`src/rtl/cicpack_pkg.sv`:
```
package cicpack_pkg;
  localparam int SMP_W      = 10;
  localparam int RES_W      = 16;
  localparam int MAX_LOG2R  = 4;
  localparam int FIFO_DEPTH = 32;
  localparam int ACC_W      = SMP_W + 3 * MAX_LOG2R;
  localparam int WORD_W     = 2 * RES_W;
  localparam int CFG_W      = $clog2(MAX_LOG2R + 1);
  localparam int LVL_W      = $clog2(FIFO_DEPTH + 1);

  typedef enum logic {STORE_SPLIT = 1'b0, STORE_VECTOR = 1'b1} store_mode_e;
endpackage

```
`src/rtl/cic3_decim.sv`:
```
module cic3_decim #(
  parameter int SMP_W     = 10,
  parameter int RES_W     = 16,
  parameter int MAX_LOG2R = 4,
  parameter int CFG_W     = 3
) (
  input  logic             clk,
  input  logic             rst_n,
  input  logic             clr,
  input  logic [CFG_W-1:0] log2r,
  input  logic             smp_valid,
  input  logic [SMP_W-1:0] smp_data,
  output logic             res_valid,
  output logic [RES_W-1:0] res_data
);
  localparam int ACC_W = SMP_W + 3 * MAX_LOG2R;
  localparam int DROP  = ACC_W - RES_W;
  localparam int PH_W  = (MAX_LOG2R > 0) ? MAX_LOG2R : 1;

  // Align a filter output to full scale and round to the result width.
  function automatic logic [RES_W-1:0] scale_round(input logic [ACC_W-1:0] y,
                                                    input logic [CFG_W-1:0] s);
    logic [ACC_W-1:0] al;
    logic [ACC_W-1:0] sum;
    al  = y << (3 * (MAX_LOG2R - int'(s)));
    sum = al + ACC_W'(1 << (DROP - 1));
    return sum[ACC_W-1 -: RES_W];
  endfunction

  logic [CFG_W-1:0] eff;
  logic [PH_W-1:0]  phase, ph_end;
  logic [ACC_W-1:0] smp_ext;
  logic [ACC_W-1:0] i1, i2, i3, i1n, i2n, i3n;
  logic [ACC_W-1:0] d1, d2, d3, c1, c2, c3;
  logic             dec_tick;

  assign eff      = (log2r > CFG_W'(MAX_LOG2R)) ? CFG_W'(MAX_LOG2R) : log2r;
  assign ph_end   = PH_W'((32'd1 << eff) - 32'd1);
  assign smp_ext  = {{(ACC_W-SMP_W){smp_data[SMP_W-1]}}, smp_data};
  assign i1n      = i1 + smp_ext;
  assign i2n      = i2 + i1n;
  assign i3n      = i3 + i2n;
  assign c1       = i3n - d1;
  assign c2       = c1 - d2;
  assign c3       = c2 - d3;
  assign dec_tick = smp_valid && (phase == ph_end);

  always_ff @(posedge clk or negedge rst_n) begin
    if (!rst_n) begin
      {i1, i2, i3, d1, d2, d3} <= '0;
      phase     <= '0;
      res_valid <= 1'b0;
      res_data  <= '0;
    end else if (clr) begin
      {i1, i2, i3, d1, d2, d3} <= '0;
      phase     <= '0;
      res_valid <= 1'b0;
    end else begin
      res_valid <= dec_tick;
      if (smp_valid) begin
        i1    <= i1n;
        i2    <= i2n;
        i3    <= i3n;
        phase <= dec_tick ? '0 : phase + 1'b1;
      end
      if (dec_tick) begin
        d1       <= i3n;
        d2       <= c1;
        d3       <= c2;
        res_data <= scale_round(c3, eff);
      end
    end
  end

  AST_RESULT_FOLLOWS_SAMPLE: assert property (@(posedge clk) disable iff (!rst_n)
    res_valid |-> $past(smp_valid));
  AST_PHASE_IN_RANGE: assert property (@(posedge clk) disable iff (!rst_n || clr)
    phase <= ph_end);
endmodule

```
`src/rtl/wm_fifo.sv`:
```
module wm_fifo #(
  parameter int W     = 32,
  parameter int DEPTH = 32
) (
  input  logic          clk,
  input  logic          rst_n,
  input  logic          clr,
  input  logic          push,
  input  logic [W-1:0]  push_data,
  input  logic          ack,
  input  logic [$clog2(DEPTH+1)-1:0] wm,
  output logic          req,
  output logic [W-1:0]  rd_data,
  output logic          irq
);
  localparam int AW = $clog2(DEPTH);
  localparam int LW = $clog2(DEPTH + 1);

  logic [W-1:0]  mem [DEPTH];
  logic [AW-1:0] wr_ptr, rd_ptr;
  logic [LW-1:0] cnt;
  logic          push_ok, pop_ok;

  assign push_ok = push && (cnt != LW'(DEPTH));
  assign pop_ok  = ack && (cnt != '0);
  assign req     = (cnt != '0);
  assign rd_data = mem[rd_ptr];
  assign irq     = (wm != '0) && (cnt >= wm);

  always_ff @(posedge clk) begin
    if (push_ok) mem[wr_ptr] <= push_data;
  end

  always_ff @(posedge clk or negedge rst_n) begin
    if (!rst_n) begin
      wr_ptr <= '0;
      rd_ptr <= '0;
      cnt    <= '0;
    end else if (clr) begin
      wr_ptr <= '0;
      rd_ptr <= '0;
      cnt    <= '0;
    end else begin
      if (push_ok) wr_ptr <= wr_ptr + 1'b1;
      if (pop_ok)  rd_ptr <= rd_ptr + 1'b1;
      cnt <= cnt + LW'(push_ok) - LW'(pop_ok);
    end
  end

  AST_NO_OVERFLOW: assert property (@(posedge clk) disable iff (!rst_n || clr)
    (push && cnt == LW'(DEPTH) && !pop_ok) |=> $stable(cnt));
  AST_POP_STEP: assert property (@(posedge clk) disable iff (!rst_n || clr)
    (pop_ok && !push_ok) |=> (cnt == $past(cnt) - 1'b1));
endmodule

```
`src/rtl/dual_cic_packer.sv`:
```
module dual_cic_packer
  import cicpack_pkg::*;
#(
  parameter int P_SMP_W  = SMP_W,
  parameter int P_RES_W  = RES_W,
  parameter int P_MAXL2  = MAX_LOG2R,
  parameter int P_DEPTH  = FIFO_DEPTH,
  parameter int P_CFG_W  = CFG_W,
  parameter int P_LVL_W  = LVL_W
) (
  input  logic                 clk,
  input  logic                 rst_n,
  input  logic [P_CFG_W-1:0]   cfg_log2r,
  input  logic                 cfg_vector,
  input  logic [P_LVL_W-1:0]   wm_level,
  input  logic                 ch0_valid,
  input  logic [P_SMP_W-1:0]   ch0_data,
  input  logic                 ch1_valid,
  input  logic [P_SMP_W-1:0]   ch1_data,
  output logic                 f0_dma_req,
  input  logic                 f0_dma_ack,
  output logic [2*P_RES_W-1:0] f0_rdata,
  output logic                 f0_irq,
  output logic                 f1_dma_req,
  input  logic                 f1_dma_ack,
  output logic [2*P_RES_W-1:0] f1_rdata,
  output logic                 f1_irq
);
  localparam int NCH = 2;
  localparam int WW  = 2 * P_RES_W;

  logic [P_CFG_W-1:0] cfg_q;
  store_mode_e        mode_q;
  logic               clr;
  logic               in_v   [NCH];
  logic [P_SMP_W-1:0] in_d   [NCH];
  logic               res_v  [NCH];
  logic [P_RES_W-1:0] res_d  [NCH];
  logic               pend_v [NCH];
  logic [P_RES_W-1:0] pend_d [NCH];
  logic               hold_v [NCH];
  logic [P_RES_W-1:0] hold_d [NCH];
  logic               pair_ready;
  logic               push   [NCH];
  logic [WW-1:0]      push_d [NCH];
  logic               ack    [NCH];
  logic               req    [NCH];
  logic [WW-1:0]      rdat   [NCH];
  logic               irq    [NCH];

  assign clr = (cfg_log2r != cfg_q) || (cfg_vector != logic'(mode_q));

  always_ff @(posedge clk or negedge rst_n) begin
    if (!rst_n) begin
      cfg_q  <= '0;
      mode_q <= STORE_SPLIT;
    end else begin
      cfg_q  <= cfg_log2r;
      mode_q <= store_mode_e'(cfg_vector);
    end
  end

  assign in_v[0] = ch0_valid;  assign in_d[0] = ch0_data;
  assign in_v[1] = ch1_valid;  assign in_d[1] = ch1_data;
  assign ack[0]  = f0_dma_ack; assign ack[1]  = f1_dma_ack;

  assign pair_ready = hold_v[0] && hold_v[1];

  for (genvar c = 0; c < NCH; c++) begin : g_ch
    cic3_decim #(.SMP_W(P_SMP_W), .RES_W(P_RES_W), .MAX_LOG2R(P_MAXL2), .CFG_W(P_CFG_W)) u_cic (
      .clk(clk), .rst_n(rst_n), .clr(clr), .log2r(cfg_q),
      .smp_valid(in_v[c]), .smp_data(in_d[c]),
      .res_valid(res_v[c]), .res_data(res_d[c]));

    assign hold_v[c] = res_v[c] || pend_v[c];
    assign hold_d[c] = res_v[c] ? res_d[c] : pend_d[c];

    always_ff @(posedge clk or negedge rst_n) begin
      if (!rst_n) begin
        pend_v[c] <= 1'b0;
        pend_d[c] <= '0;
      end else if (clr || mode_q == STORE_SPLIT || pair_ready) begin
        pend_v[c] <= 1'b0;
      end else begin
        pend_v[c] <= hold_v[c];
        pend_d[c] <= hold_d[c];
      end
    end

    wm_fifo #(.W(WW), .DEPTH(P_DEPTH)) u_fifo (
      .clk(clk), .rst_n(rst_n), .clr(clr),
      .push(push[c]), .push_data(push_d[c]), .ack(ack[c]), .wm(wm_level),
      .req(req[c]), .rd_data(rdat[c]), .irq(irq[c]));
  end

  always_comb begin
    if (mode_q == STORE_VECTOR) begin
      push[0]   = pair_ready;
      push_d[0] = {hold_d[1], hold_d[0]};
      push[1]   = 1'b0;
      push_d[1] = '0;
    end else begin
      for (int c = 0; c < NCH; c++) begin
        push[c]   = res_v[c];
        push_d[c] = {{P_RES_W{res_d[c][P_RES_W-1]}}, res_d[c]};
      end
    end
  end

  assign f0_dma_req = req[0];  assign f0_rdata = rdat[0];  assign f0_irq = irq[0];
  assign f1_dma_req = req[1];  assign f1_rdata = rdat[1];  assign f1_irq = irq[1];

  AST_VECTOR_FIFO1_QUIET: assert property (@(posedge clk) disable iff (!rst_n)
    (mode_q == STORE_VECTOR && !clr) |=> $stable(f1_dma_req) || $fell(f1_dma_req));
  AST_FLUSH_EMPTIES: assert property (@(posedge clk) disable iff (!rst_n)
    clr |=> (!f0_dma_req && !f1_dma_req));
endmodule

```
`config.mk`:
```
export PLATFORM = sky130hd
export DESIGN_NAME = dual_cic_packer
export DESIGN_NICKNAME = d
export VERILOG_FILES = /design/src/rtl/cicpack_pkg.sv /design/src/rtl/cic3_decim.sv /design/src/rtl/wm_fifo.sv /design/src/rtl/dual_cic_packer.sv
export SDC_FILE = /design/constraint.sdc
export NUM_CORES = 2
export LEC_CHECK = 0
export BUFFER_PORTS_ARGS = -buffer_cell sky130_fd_sc_hd__buf_2
export CORE_MARGIN = 2
export CORE_UTILIZATION = 35
export CTS_BUF_LIST = sky130_fd_sc_hd__clkbuf_2
export CTS_CLUSTER_SIZE = 25
export DETAILED_ROUTE_END_ITERATION = 16
export HOLD_SLACK_MARGIN = 0.08
export PLACE_DENSITY = 0.56
export SYNTH_ARGS = -nofsm -noshare
export SYNTH_HDL_FRONTEND = slang
export SYNTH_SLANG_ARGS = --single-unit
```
`constraint.sdc`:
```
create_clock -name clk -period 28.6 [get_ports clk]
set_input_delay 4.29 -clock clk [delete_from_list [all_inputs] [get_ports clk]]
set_output_delay 4.29 -clock clk [all_outputs]
set_load 0.03 [all_outputs]
```
==> impl_metrics.json <==
{
  "status": "complete, no violations",
  "numClockSinks": 1912,
  "cp-start-kind": "input pin",
  "grtUsageTotal_pct": 16.8,
  "crit_slowest_cell": "or4b_2",
  "p_comb_share_pct": 23.1,
  "power_frac_seq_pct": 48.2,
  "required_ns": 30.03,
  "reg2reg_from": "g_ch[0].u_cic.i1[0]$_DFFE_PN0P_",
  "nets": 6735,
  "post-route-period-util_pct": 44.7,
  "cts_made_buffers": 483,
  "cp_max_fo": 6,
  "rows": 185,
  "fp.dieH_um": 508,
  "syn_to_final_growth_pct": 10.3,
  "synth_nets": 6299,
  "yosysUniqueCellTypes": 87,
  "clock_latency_ns": 1.85,
  "drc_errors": 0,
  "cp-startpoint": "ch0_data[0]",
  "drtIter0Drc": 3937,
  "cts.clk_slew.worst_paths_ns": 0.13,
  "cp_common_cell": "ha_1",
  "port_buffers": 103,
  "reg2reg_slack_ns": 18.06,
  "finalHoldViolations": 0,
  "min_path_type": "reg -> reg",
  "cts_tree": "built",
  "setup_ws_ns": 15.82,
  "die_area_mm2": 0.259,
  "final_max_slew_viol_count": 0,
  "drt-wirelength-per-cell_um": 21.8,
  "post-place-ws_ns": 14.34,
  "syn_area_per_cell_um2": 15.0,
  "internal-power_uw": 4220,
  "seq_area_mm2": 0.0556,
  "grt_pass1_vias": 54400,
  "fmax_mhz": 78.2,
  "grt_setup_unrepaired": "no",
  "fin_setup_tns_ns": 0,
  "synth_cells": 5941,
  "clockBufferDepth": 4,
  "synth_edf_count": 1536,
  "antenna_found_initial": 6,
  "powerDensity_mw_per_mm2": 63.4,
  "power_switching_uw": 2010,
  "setup_viol": 0,
  "finalPower_uw": 6230,
  "fin_crit_ns": 12.78,
  "first_pass_iters": 8,
  "ys_ff_latch": 1912,
  "maxSlewHeadroom_pct": 9.13,
  "switching_share_pct": 32.2,
  "avgViaCountPerCell": 5.25,
  "crit_end": "g_ch[0].u_cic.res_data[15]$_DFFE_PN0P_",
  "yosys_warnings": 0,
  "ant_nets": 0,
  "criticalPathCategory": "in -> reg",
  "overflow": 0,
  "async_reset_ff_share_pct": 19.7,
  "leakage_uw": 0.0325,
  "floorplan.initialDensity_pct": 35.1,
  "pwr-share-clk_pct": 28.7,
  "wirelength_um": 220000,
  "worstPathArrival_ns": 14.21,
  "drv_cap": 0,
  "r2r_end": "g_ch[0].u_cic.res_data[15]$_DFFE_PN0P_",
  "htree_levels": 5,
  "pin_count": 104,
  "yosysMostFrequentCell": "edfxtp_1",
  "ys.flop_type": "edfxtp_1",
  "fillers": 24000,
  "gp_congestion": 0.859,
  "synth_top_area_share_pct": 51.8,
  "ff2ff_path_depth": 40,
  "grt_start_max_net_pins": 152,
  "die_w_um": 508,
  "ir_worst_vdd_uv": 47.8,
  "postCtsSetupBuffers": 0,
  "hold_buffers": 0,
  "endpoint_kind": "flip-flop",
  "multi_input_area_mm2": 0.0318,
  "worst_slew_pin_slew_ns": 1.36,
  "dr_total_vias": 53100,
  "fp.coreArea_mm2": 0.254,
  "grt_pass1_wl_um": 332000,
  "place_hpwl_um": 129000,
  "cts_resized": 0,
  "synthTopCellsByArea": "edfxtp_1 (52%), mux4_2 (12%), dfrtp_1 (11%)",
  "clock_skew_ns": 0.307,
  "hp-start": "g_ch[0].u_cic.res_data[15]$_DFFE_PN0P_",
  "synthTopCellsByCount": "edfxtp_1 (1,536), mux4_2 (482), nor2_1 (421)",
  "synth_top_cell_by_area": "edfxtp_1",
  "root_buffer": "clkbuf_2",
  "drive_gt1_share_pct": 24.5,
  "yosysSeqAreaShare_pct": 62.3,
  "syn-cell-area_mm2": 0.0891,
  "critPathMaxStageDelay_ns": 0.69
}
## logic make-up (layout without fill, tap and decap cells)
group,after synthesis,after routing,synth area share (%)
xor gates and xnor gates,283,283,2.84
AOI/OAI and AO/OA,904,904,6.45
buffers and inverters,550,1347,2.39
adders and majority gates,322,322,4.64
other,1,9,0.00421
and+or+nand+nor,1254,1254,6.39
muxes,715,715,14.9
DFF,1912,1912,62.3
## placed cells by master (no fill, tap or decap), types with 25 or more instances in the layout
master,instances
buf_4,121
and3_1,37
a211oi_1,52
o21bai_1,32
o211ai_1,26
nand2_1,409
a21oi_1,302
nor2b_1,28
edfxtp_1,1536
mux2i_1,133
nor2_4,30
nand4_1,25
clkinv_1,123
and2_1,26
xor2_1,88
nor3_1,70
o21ai_0,164
xnor2_1,190
ha_1,308
o21a_1,35
clkbuf_2,711
a21o_1,83
mux2_2,100
nor2_1,390
buf_2,100
mux4_2,482
nand3_1,68
inv_1,273
nand2b_1,26
or3_1,41
dfrtp_1,367
## routing by layer
layer	global-route usage, %	up-vias	part of all wire, %
met4	5.67	0	2.6
met5	0	-	0
li1	-	23900	-
met1	22.8	27200	45
met3	2.64	410	5.0
met2	27.6	1533	48
## worst max-delay path: cells and delay by family
family                     cells  cell delay, ns
and+or+nand+nor                9            2.22
xor gates and xnor gates       5            0.99
buffers and inverters          2            0.18
adders and majority gates      7            2.16
AOI/OAI and AO/OA             18            4.38
## registers in the layout, summed over array words and instances (netlist names), 32 cells and up
register	flops
g_ch.u_cic.i1	44
g_ch.u_cic.d1	44
g_ch.u_cic.i3	44
g_ch.u_cic.d3	44
g_ch.u_cic.res_data	32
g_ch.u_cic.i2	44
g_ch.u_fifo.mem	1536
pend_d	32
g_ch.u_cic.d2	44
## how the worst min path moves through the flow
stage                                             to  slack (ns)  cells past startpoint
floorplan           g_ch[0].u_cic.d1[20]$_DFFE_PN0P_        0.45                      2
global placement    g_ch[0].u_cic.d1[20]$_DFFE_PN0P_        0.46                      2
detailed placement  g_ch[0].u_cic.d1[20]$_DFFE_PN0P_        0.47                      2
CTS                           pend_d[31]$_DFFE_PN0N_        0.42                      1
global route                  pend_d[31]$_DFFE_PN0N_        0.46                      1
finish                        pend_d[31]$_DFFE_PN0N_        0.45                      1
## power groups by stage
stage	clock [µW]	combinational (µW)	sequential [µW]
after global placement	0	1400	3070
final	1790	1440	3000
after global routing	2000	1580	3000
after detailed placement	0	1420	3070
after CTS	1870	1430	3000
after floorplan	0	1060	3060
## final cells by class
type,count,share of cell area (%)
sequential,1912,56.5
multi-input combinational,3479,32.4
tap,3366,4.29
clock buffer,711,3.62
timing repair buffer,225,1.51
inverter,276,1.05
clock inverter,135,0.616
antenna,8,0.0204
## through the flow
| step | cells | hold WS (ns) | instance area (µm²) | utilization [%] |
|---|---|---|---|---|
| after floorplan | 5941 | 0.449 | 89100 | - |
| after global routing | 10100 | 0.461 | 98300 | 38.7 |
| final | 10100 | 0.450 | 98300 | 38.7 |
| after CTS | 10100 | 0.422 | 98200 | 38.7 |
| after global placement | 9258 | 0.462 | 94100 | 37.1 |
| after detailed placement | 9258 | 0.468 | 94100 | 37.1 |
No activity file was read; power rests on OpenSTA's default activity.
